## config.mk

```make
export PLATFORM = sky130hd
export DESIGN_NAME = irq_ctx_sequencer
export DESIGN_NICKNAME = d
export VERILOG_FILES = /design/src/rtl/ctx_seq_pkg.sv /design/src/rtl/ctx_step_decode.sv /design/src/rtl/ctx_stack_port.sv /design/src/rtl/ctx_finish.sv /design/src/rtl/irq_ctx_sequencer.sv
export SDC_FILE = /design/constraint.sdc
export NUM_CORES = 1
export LEC_CHECK = 0
export CAP_MARGIN = 15
export CORE_MARGIN = 4
export CORE_UTILIZATION = 46
export CTS_CLUSTER_DIAMETER = 100
export DETAILED_ROUTE_END_ITERATION = 7
export PLACE_DENSITY = 0.9
export SKIP_LAST_GASP = 1
export SYNTH_ARGS = -nofsm -noshare
export SYNTH_HDL_FRONTEND = slang
export SYNTH_SLANG_ARGS = --single-unit
```

## constraint.sdc

```tcl
create_clock -name clk -period 3.25 [get_ports clk]
set_clock_uncertainty 0.1 [all_clocks]
set_input_delay 0.8125 -clock clk [delete_from_list [all_inputs] [get_ports clk]]
set_output_delay 0.8125 -clock clk [all_outputs]
set_load 0.02 [all_outputs]
```

## src/rtl/ctx_seq_pkg.sv

```systemverilog
package ctx_seq_pkg;
  typedef enum logic [1:0] {
    OP_LOW_ENTER    = 2'd0,
    OP_LOW_RETURN   = 2'd1,
    OP_FAST_SAVE    = 2'd2,
    OP_FAST_RESTORE = 2'd3
  } ctx_op_e;

  typedef enum logic [2:0] {
    SEL_PCH, SEL_PCL, SEL_P, SEL_D, SEL_A, SEL_X, SEL_Y
  } ctx_sel_e;

  typedef enum logic [1:0] {
    ST_IDLE, ST_RUN, ST_FIN
  } ctx_state_e;
endpackage

```

## src/rtl/ctx_step_decode.sv

```systemverilog
module ctx_step_decode
  import ctx_seq_pkg::*;
#(
  parameter int STEP_W = 3
) (
  input  ctx_op_e           op,
  input  logic [STEP_W-1:0] step,
  output ctx_sel_e          sel,
  output logic              push,
  output logic              last
);
  localparam int LONG_LAST  = 5;
  localparam int SHORT_LAST = 2;

  always_comb begin
    sel  = SEL_A;
    push = 1'b0;
    last = 1'b0;
    unique case (op)
      OP_LOW_ENTER: begin
        push = 1'b1;
        last = (step == STEP_W'(LONG_LAST));
        case (step)
          3'd0:    sel = SEL_PCH;
          3'd1:    sel = SEL_PCL;
          3'd2:    sel = SEL_P;
          3'd3:    sel = SEL_D;
          3'd4:    sel = SEL_A;
          default: sel = SEL_Y;
        endcase
      end
      OP_LOW_RETURN: begin
        last = (step == STEP_W'(LONG_LAST));
        case (step)
          3'd0:    sel = SEL_Y;
          3'd1:    sel = SEL_A;
          3'd2:    sel = SEL_D;
          3'd3:    sel = SEL_P;
          3'd4:    sel = SEL_PCL;
          default: sel = SEL_PCH;
        endcase
      end
      OP_FAST_SAVE: begin
        push = 1'b1;
        last = (step == STEP_W'(SHORT_LAST));
        case (step)
          3'd0:    sel = SEL_A;
          3'd1:    sel = SEL_X;
          default: sel = SEL_Y;
        endcase
      end
      default: begin
        last = (step == STEP_W'(SHORT_LAST));
        case (step)
          3'd0:    sel = SEL_Y;
          3'd1:    sel = SEL_X;
          default: sel = SEL_A;
        endcase
      end
    endcase
  end
endmodule

```

## src/rtl/ctx_stack_port.sv

```systemverilog
module ctx_stack_port
  import ctx_seq_pkg::*;
#(
  parameter int              REG_W      = 8,
  parameter logic [REG_W-1:0] STACK_PAGE = 8'h01
) (
  input  logic               active,
  input  logic               push,
  input  ctx_sel_e           sel,
  input  logic [REG_W-1:0]   s,
  input  logic [2*REG_W-1:0] pc,
  input  logic [REG_W-1:0]   p,
  input  logic [REG_W-1:0]   d,
  input  logic [REG_W-1:0]   a,
  input  logic [REG_W-1:0]   x,
  input  logic [REG_W-1:0]   y,
  output logic               we,
  output logic               re,
  output logic [2*REG_W-1:0] addr,
  output logic [REG_W-1:0]   wdata
);
  logic [REG_W-1:0] slot;

  assign slot = push ? s : s + 1'b1;
  assign addr = {STACK_PAGE, slot};
  assign we   = active & push;
  assign re   = active & ~push;

  always_comb begin
    unique case (sel)
      SEL_PCH: wdata = pc[2*REG_W-1:REG_W];
      SEL_PCL: wdata = pc[REG_W-1:0];
      SEL_P:   wdata = p;
      SEL_D:   wdata = d;
      SEL_A:   wdata = a;
      SEL_X:   wdata = x;
      default: wdata = y;
    endcase
  end
endmodule

```

## src/rtl/ctx_finish.sv

```systemverilog
module ctx_finish
  import ctx_seq_pkg::*;
#(
  parameter int REG_W     = 8,
  parameter int MFLAG_BIT = 5
) (
  input  ctx_op_e          op,
  input  logic [REG_W-1:0] p_in,
  input  logic [REG_W-1:0] d_in,
  input  logic [REG_W-1:0] a_in,
  input  logic [REG_W-1:0] x_in,
  input  logic [REG_W-1:0] y_in,
  output logic [REG_W-1:0] p_out,
  output logic [REG_W-1:0] d_out,
  output logic [REG_W-1:0] a_out,
  output logic [REG_W-1:0] x_out,
  output logic [REG_W-1:0] y_out
);
  localparam logic [REG_W-1:0] MASK_ONE = REG_W'(1) << MFLAG_BIT;

  always_comb begin
    p_out = p_in;
    d_out = d_in;
    a_out = a_in;
    x_out = x_in;
    y_out = y_in;
    if (op == OP_LOW_ENTER) begin
      p_out = p_in | MASK_ONE;
      d_out = '0;
      a_out = '0;
      y_out = '0;
    end else if (op == OP_FAST_SAVE) begin
      x_out = d_in;
      d_out = '0;
      a_out = '0;
      y_out = '0;
    end
  end
endmodule

```

## src/rtl/irq_ctx_sequencer.sv

```systemverilog
module irq_ctx_sequencer
  import ctx_seq_pkg::*;
#(
  parameter int               REG_W      = 8,
  parameter int               MFLAG_BIT  = 5,
  parameter logic [REG_W-1:0] STACK_PAGE = 8'h01,
  parameter int               STEP_W     = 3
) (
  input  logic               clk,
  input  logic               rst_n,
  input  logic               req_valid,
  output logic               req_ready,
  input  logic [1:0]         req_op,
  input  logic [2*REG_W-1:0] in_pc,
  input  logic [REG_W-1:0]   in_p,
  input  logic [REG_W-1:0]   in_d,
  input  logic [REG_W-1:0]   in_a,
  input  logic [REG_W-1:0]   in_x,
  input  logic [REG_W-1:0]   in_y,
  input  logic [REG_W-1:0]   in_s,
  output logic               mem_we,
  output logic               mem_re,
  output logic [2*REG_W-1:0] mem_addr,
  output logic [REG_W-1:0]   mem_wdata,
  input  logic [REG_W-1:0]   mem_rdata,
  output logic               done,
  output logic [2*REG_W-1:0] out_pc,
  output logic [REG_W-1:0]   out_p,
  output logic [REG_W-1:0]   out_d,
  output logic [REG_W-1:0]   out_a,
  output logic [REG_W-1:0]   out_x,
  output logic [REG_W-1:0]   out_y,
  output logic [REG_W-1:0]   out_s
);
  localparam int PC_W = 2 * REG_W;

  ctx_state_e        state_q;
  ctx_op_e           op_q;
  logic [STEP_W-1:0] step_q;
  logic [PC_W-1:0]   pc_q;
  logic [REG_W-1:0]  p_q, d_q, a_q, x_q, y_q, s_q;

  ctx_sel_e          dec_sel;
  logic              dec_push, dec_last;
  logic [REG_W-1:0]  fin_p, fin_d, fin_a, fin_x, fin_y;
  logic              accept;

  assign req_ready = (state_q != ST_RUN);
  assign accept    = req_valid & req_ready;
  assign done      = (state_q == ST_FIN);

  ctx_step_decode #(.STEP_W(STEP_W)) u_decode (
    .op(op_q), .step(step_q), .sel(dec_sel), .push(dec_push), .last(dec_last)
  );

  ctx_stack_port #(.REG_W(REG_W), .STACK_PAGE(STACK_PAGE)) u_port (
    .active(state_q == ST_RUN), .push(dec_push), .sel(dec_sel), .s(s_q),
    .pc(pc_q), .p(p_q), .d(d_q), .a(a_q), .x(x_q), .y(y_q),
    .we(mem_we), .re(mem_re), .addr(mem_addr), .wdata(mem_wdata)
  );

  ctx_finish #(.REG_W(REG_W), .MFLAG_BIT(MFLAG_BIT)) u_finish (
    .op(op_q), .p_in(p_q), .d_in(d_q), .a_in(a_q), .x_in(x_q), .y_in(y_q),
    .p_out(fin_p), .d_out(fin_d), .a_out(fin_a), .x_out(fin_x), .y_out(fin_y)
  );

  always_ff @(posedge clk) begin
    if (!rst_n) begin
      state_q <= ST_IDLE;
      op_q    <= OP_LOW_ENTER;
      step_q  <= '0;
      pc_q    <= '0;
      p_q     <= '0;
      d_q     <= '0;
      a_q     <= '0;
      x_q     <= '0;
      y_q     <= '0;
      s_q     <= '0;
    end else if (accept) begin
      state_q <= ST_RUN;
      op_q    <= ctx_op_e'(req_op);
      step_q  <= '0;
      pc_q    <= in_pc;
      p_q     <= in_p;
      a_q     <= in_a;
      x_q     <= in_x;
      y_q     <= in_y;
      s_q     <= in_s;
      // the epilogue restores D from the parked copy before popping X
      d_q     <= (ctx_op_e'(req_op) == OP_FAST_RESTORE) ? in_x : in_d;
    end else if (state_q == ST_RUN) begin
      s_q <= dec_push ? s_q - 1'b1 : s_q + 1'b1;
      if (!dec_push) begin
        unique case (dec_sel)
          SEL_PCH: pc_q[PC_W-1:REG_W] <= mem_rdata;
          SEL_PCL: pc_q[REG_W-1:0]    <= mem_rdata;
          SEL_P:   p_q <= mem_rdata;
          SEL_D:   d_q <= mem_rdata;
          SEL_A:   a_q <= mem_rdata;
          SEL_X:   x_q <= mem_rdata;
          default: y_q <= mem_rdata;
        endcase
      end
      if (dec_last) begin
        state_q <= ST_FIN;
        if (dec_push) begin
          p_q <= fin_p;
          d_q <= fin_d;
          a_q <= fin_a;
          x_q <= fin_x;
          y_q <= fin_y;
        end
      end else begin
        step_q <= step_q + 1'b1;
      end
    end else begin
      state_q <= ST_IDLE;
    end
  end

  assign out_pc = pc_q;
  assign out_p  = p_q;
  assign out_d  = d_q;
  assign out_a  = a_q;
  assign out_x  = x_q;
  assign out_y  = y_q;
  assign out_s  = s_q;

  // every strobe lands in the stack page
  assert_page_one_R2: assert property (@(posedge clk) disable iff (!rst_n)
    (mem_we || mem_re) |-> (mem_addr[PC_W-1:REG_W] == STACK_PAGE));

  // a write is followed by a decremented pointer
  assert_push_dec_R2: assert property (@(posedge clk) disable iff (!rst_n)
    mem_we |=> (s_q == $past(s_q) - 1'b1));

  // a read is followed by an incremented pointer
  assert_pop_inc_R2: assert property (@(posedge clk) disable iff (!rst_n)
    mem_re |=> (s_q == $past(s_q) + 1'b1));

  // done is a single-cycle strobe
  assert_done_pulse_R8: assert property (@(posedge clk) disable iff (!rst_n)
    done |=> !done);

  // entry completes with the mask flag set and working registers cleared
  assert_enter_result_R4: assert property (@(posedge clk) disable iff (!rst_n)
    (done && op_q == OP_LOW_ENTER) |->
      (out_p[MFLAG_BIT] && out_a == '0 && out_y == '0 && out_d == '0));

  // request pins cannot disturb a run in progress
  assert_busy_ignores_R1: assert property (@(posedge clk) disable iff (!rst_n)
    (state_q == ST_RUN && req_valid) |=> $stable(op_q));

  // no strobe without a running sequence behind it
  assert_strobe_needs_run_R1: assert property (@(posedge clk) disable iff (!rst_n)
    (mem_we || mem_re) |-> !req_ready);
endmodule

```

==> results.sh, run 1 <==
export IMPL_total_power_mw=2.95
export IMPL_ys_types=61
export IMPL_synth_edf_count=0
export IMPL_fin_crit_sh_pct=110
export IMPL_layout_common_cells="clkdlybuf4s50_1, nand2_1, dfxtp_1, buf_4, o21ai_0"
export IMPL_start_util_pct=47.3
export IMPL_die_area_sq_mm=0.0118
export IMPL_leakage_nw=2.75
export IMPL_n_antenna_cell=0
export IMPL_vias_per_cell=6.07
export IMPL_hold_path_class="reg -> reg"
export IMPL_grt_usage_pct=30.9
export IMPL_p_per_area_mw_per_mm2=412
export IMPL_timing_final_hold_violations=0
export IMPL_rows=36
export IMPL_port_buffers=160
export IMPL_die_x_um=108
export IMPL_failed_checks="negative setup slack"
export IMPL_vias=5686
export IMPL_cpLargestDelayFamily="compound AO/OA/AOI/OAI gates"
export IMPL_slew_headroom_pct=39.0
export IMPL_critical_path_arrival_ps=2670
export IMPL_worstSetupStartpointType="flip-flop"
export IMPL_ys_seq_area_share_pct=30.6
export IMPL_max_freq_mhz=279
export IMPL_cts_buffers=9
export IMPL_rsz0062_at_grt="true"
export IMPL_drtIter0Drc=485
export IMPL_syn_to_final_growth_pct=54.1
export IMPL_setup_violations=8
export IMPL_setup_ws_ps=-332
export IMPL_coreArea_sq_mm=0.00982
export IMPL_routedWlPerCell_um=20.0
export IMPL_route_detailed_drc=0
export IMPL_cp_slowest_cell="dfxtp_4"
export IMPL_cp_end_kind="output pin"
export IMPL_ys_warn_count=0
export IMPL_path_clk_slew_ps=90
export IMPL_dp_hpwl_um=13700
export IMPL_clock_sinks=71
export IMPL_syn_inst=603
export IMPL_worstPathMaxFanout=7
export IMPL_insertion_delay_ps=360
export IMPL_status="finished with violations"
export IMPL_htreeDepth=3
export IMPL_tightest_slew_ps=906
export IMPL_ant_nets=0
export IMPL_critical_path_max_stage_delay_ps=420
export IMPL_preCtsSetupSlack_ps=-380
export IMPL_ctsHoldBuffers=0
export IMPL_path_buf_inv=4
export IMPL_cts_tree="done"
export IMPL_fin_setup_tns_ps=-2380
export IMPL_grt_max_degree=44
export IMPL_grt_remaining_overflow=0
export IMPL_syn_area_sq_mm=0.00465
export IMPL_post_route_min_period_ps=3580
export IMPL_avgSynthCellArea_sq_um=7.70
export IMPL_synth_seq_cells=71
export IMPL_boundaryPins=169
export IMPL_grt_pass1_vias=5447
export IMPL_path_class="reg -> out"
export IMPL_path_common_cell="buf_6"
export IMPL_fill_cells=759
export IMPL_clk_path_buf_depth=2
export IMPL_drt_total_wl_um=18800
export IMPL_grt_pass1_wl_um=28400
export IMPL_max_cap_viol_count=0
export IMPL_final_common_cell="clkdlybuf4s50_1"
export IMPL_synth_async_reset_ratio_pct=0
export IMPL_ys_flop_type="dfxtp_1"
export IMPL_drive_gt1_share_pct=17.4
export IMPL_path_cells="inv_4 -> ha_4 -> buf_6 -> buf_6 -> or2_4 -> a21oi_4 -> o31ai_4 -> and2_4 -> a22o_1 -> a221o_1 -> buf_6"
export IMPL_r2r_setup_slack_ps=290
export IMPL_die_y_um=108
export IMPL_first_pass_iters=5
export IMPL_peakVddDrop_mv=0.225
export IMPL_nets=885
export IMPL_slew_viol_final=0
export IMPL_place_gp_congestion=0.978
export IMPL_crit_required_ps=2340
export IMPL_grt_antenna_before_repair=0
export IMPL_root_buffer="clkbuf_8"
-- path summary, 6_finish.rpt --
path / startpoint / end / depth (start not counted)
min reg2reg: out_p[4] / out_p[4] / 2
max reg2reg: step_q[1] / out_p[2] / 8
max: step_q[0] / mem_wdata[3] / 11
min: out_p[4] / out_p[4] / 2
-- logic make-up (layout without fill, tap and decap cells) --
group                      Yosys count  after routing  synth area share (%)
DFF                                 71             71                  30.6
xor gates and xnor gates             7              7                  1.32
muxes                               53             53                  11.4
and+or+nand+nor                    191            191                  19.4
adders and majority gates            9              9                  2.42
AOI/OAI and AO/OA                  206            206                  28.3
buffers and inverters               64            259                  6.44
other                                2              8                 0.162
-- per-layer routing --
| metal | share of wire, % | global-route usage (%) | vias to the layer above |
|---|---|---|---|
| met4 | 3.3 | 13.2 | 0 |
| met5 | 0 | 0 | - |
| met1 | 39 | 39.8 | 2676 |
| met2 | 48 | 51.1 | 362 |
| li1 | - | - | 2583 |
| met3 | 9.7 | 4.78 | 65 |
-- timing repair --
item,4_1_cts,5_1_grt
pin swaps,12,17
gates resized for setup,76,25
endpoints found under the setup margin,9,10
cloned,2,0
setup buffers,12,5
-- layout make-up --
cell class / instances / area (sq um) / area share (%)
clock buffers: 10 / 128 / 1.78
clock inverters: 6 / 68.8 / 0.961
inverters: 11 / 46.3 / 0.647
multi-input cells: 474 / 3140 / 43.8
flip-flops and latches: 71 / 1430 / 19.9
well taps: 133 / 166 / 2.32
repair buffers: 232 / 2180 / 30.5
-- state kept, by name, summed over array words and instances (netlist names) --
signal	cells
out_s	8
state_q	2
out_pc	16
out_p	8
op_q	2
step_q	3
out_x	8
out_a	8
out_d	8
out_y	8
-- worst reg2reg max path: cells and delay by family (launching register included) --
kind                       cells  cell delay (ps)
DFF                            1              410
buffers and inverters          1              140
and+or+nand+nor                2              660
adders and majority gates      1              230
AOI/OAI and AO/OA              4             1340
-- through the flow --
stage	util [%]	cell area, sq um	cells	hold slack (ps)
after global routing	72.9	7160	937	454
after floorplan	-	4670	609	418
after detailed placement	67.5	6630	906	405
final	72.9	7160	937	425
after CTS	72.3	7100	935	419
after global placement	67.5	6630	906	381
-- Yosys cell counts, drive strengths merged (2+ instances only) --
master,number,area (sq um)
o21ai,63,315
ha,9,113
a21o,2,15.0
nand3,21,105
nor4,2,27.5
nand2,75,282
a222oi,3,30.0
a221o,2,20.0
nor2b,10,62.6
or2,5,31.3
a311oi,5,43.8
a211o,7,61.3
nor3,14,92.6
mux2i,52,521
a31oi,10,62.6
xor2,4,35.0
inv,10,37.5
o31ai,2,20.0
nand3b,2,15.0
nor2,45,169
conb,2,7.51
and3,2,12.5
o22ai,10,62.6
clkbuf,31,116
nand2b,6,37.5
a21boi,6,45.0
o21bai,2,15.0
buf,22,141
dfxtp,71,1420
xnor2,3,26.3
a31o,5,43.8
and2,3,18.8
o211ai,5,37.5
o221ai,15,131
a22oi,8,60.1
a21oi,52,268
-- power by group --
part	switching (mW)	total, mW	internal [mW]
sequential	0.113	1.06	0.946
combinational	0.591	1.16	0.569
clock	0.369	0.728	0.359
Note: power is estimated with default switching activity, not from simulation.
==> run 2: changes to the inputs <==
--- a/config.mk
+++ b/config.mk
@@ -10,6 +10,7 @@
 export CORE_UTILIZATION = 46
 export CTS_CLUSTER_DIAMETER = 100
 export DETAILED_ROUTE_END_ITERATION = 7
+export HOLD_SLACK_MARGIN = 0.15
 export PLACE_DENSITY = 0.9
 export SKIP_LAST_GASP = 1
 export SYNTH_ARGS = -nofsm -noshare
==> results of run 2 <==
Final layout, timing and power as in run 1 (identical DEF).
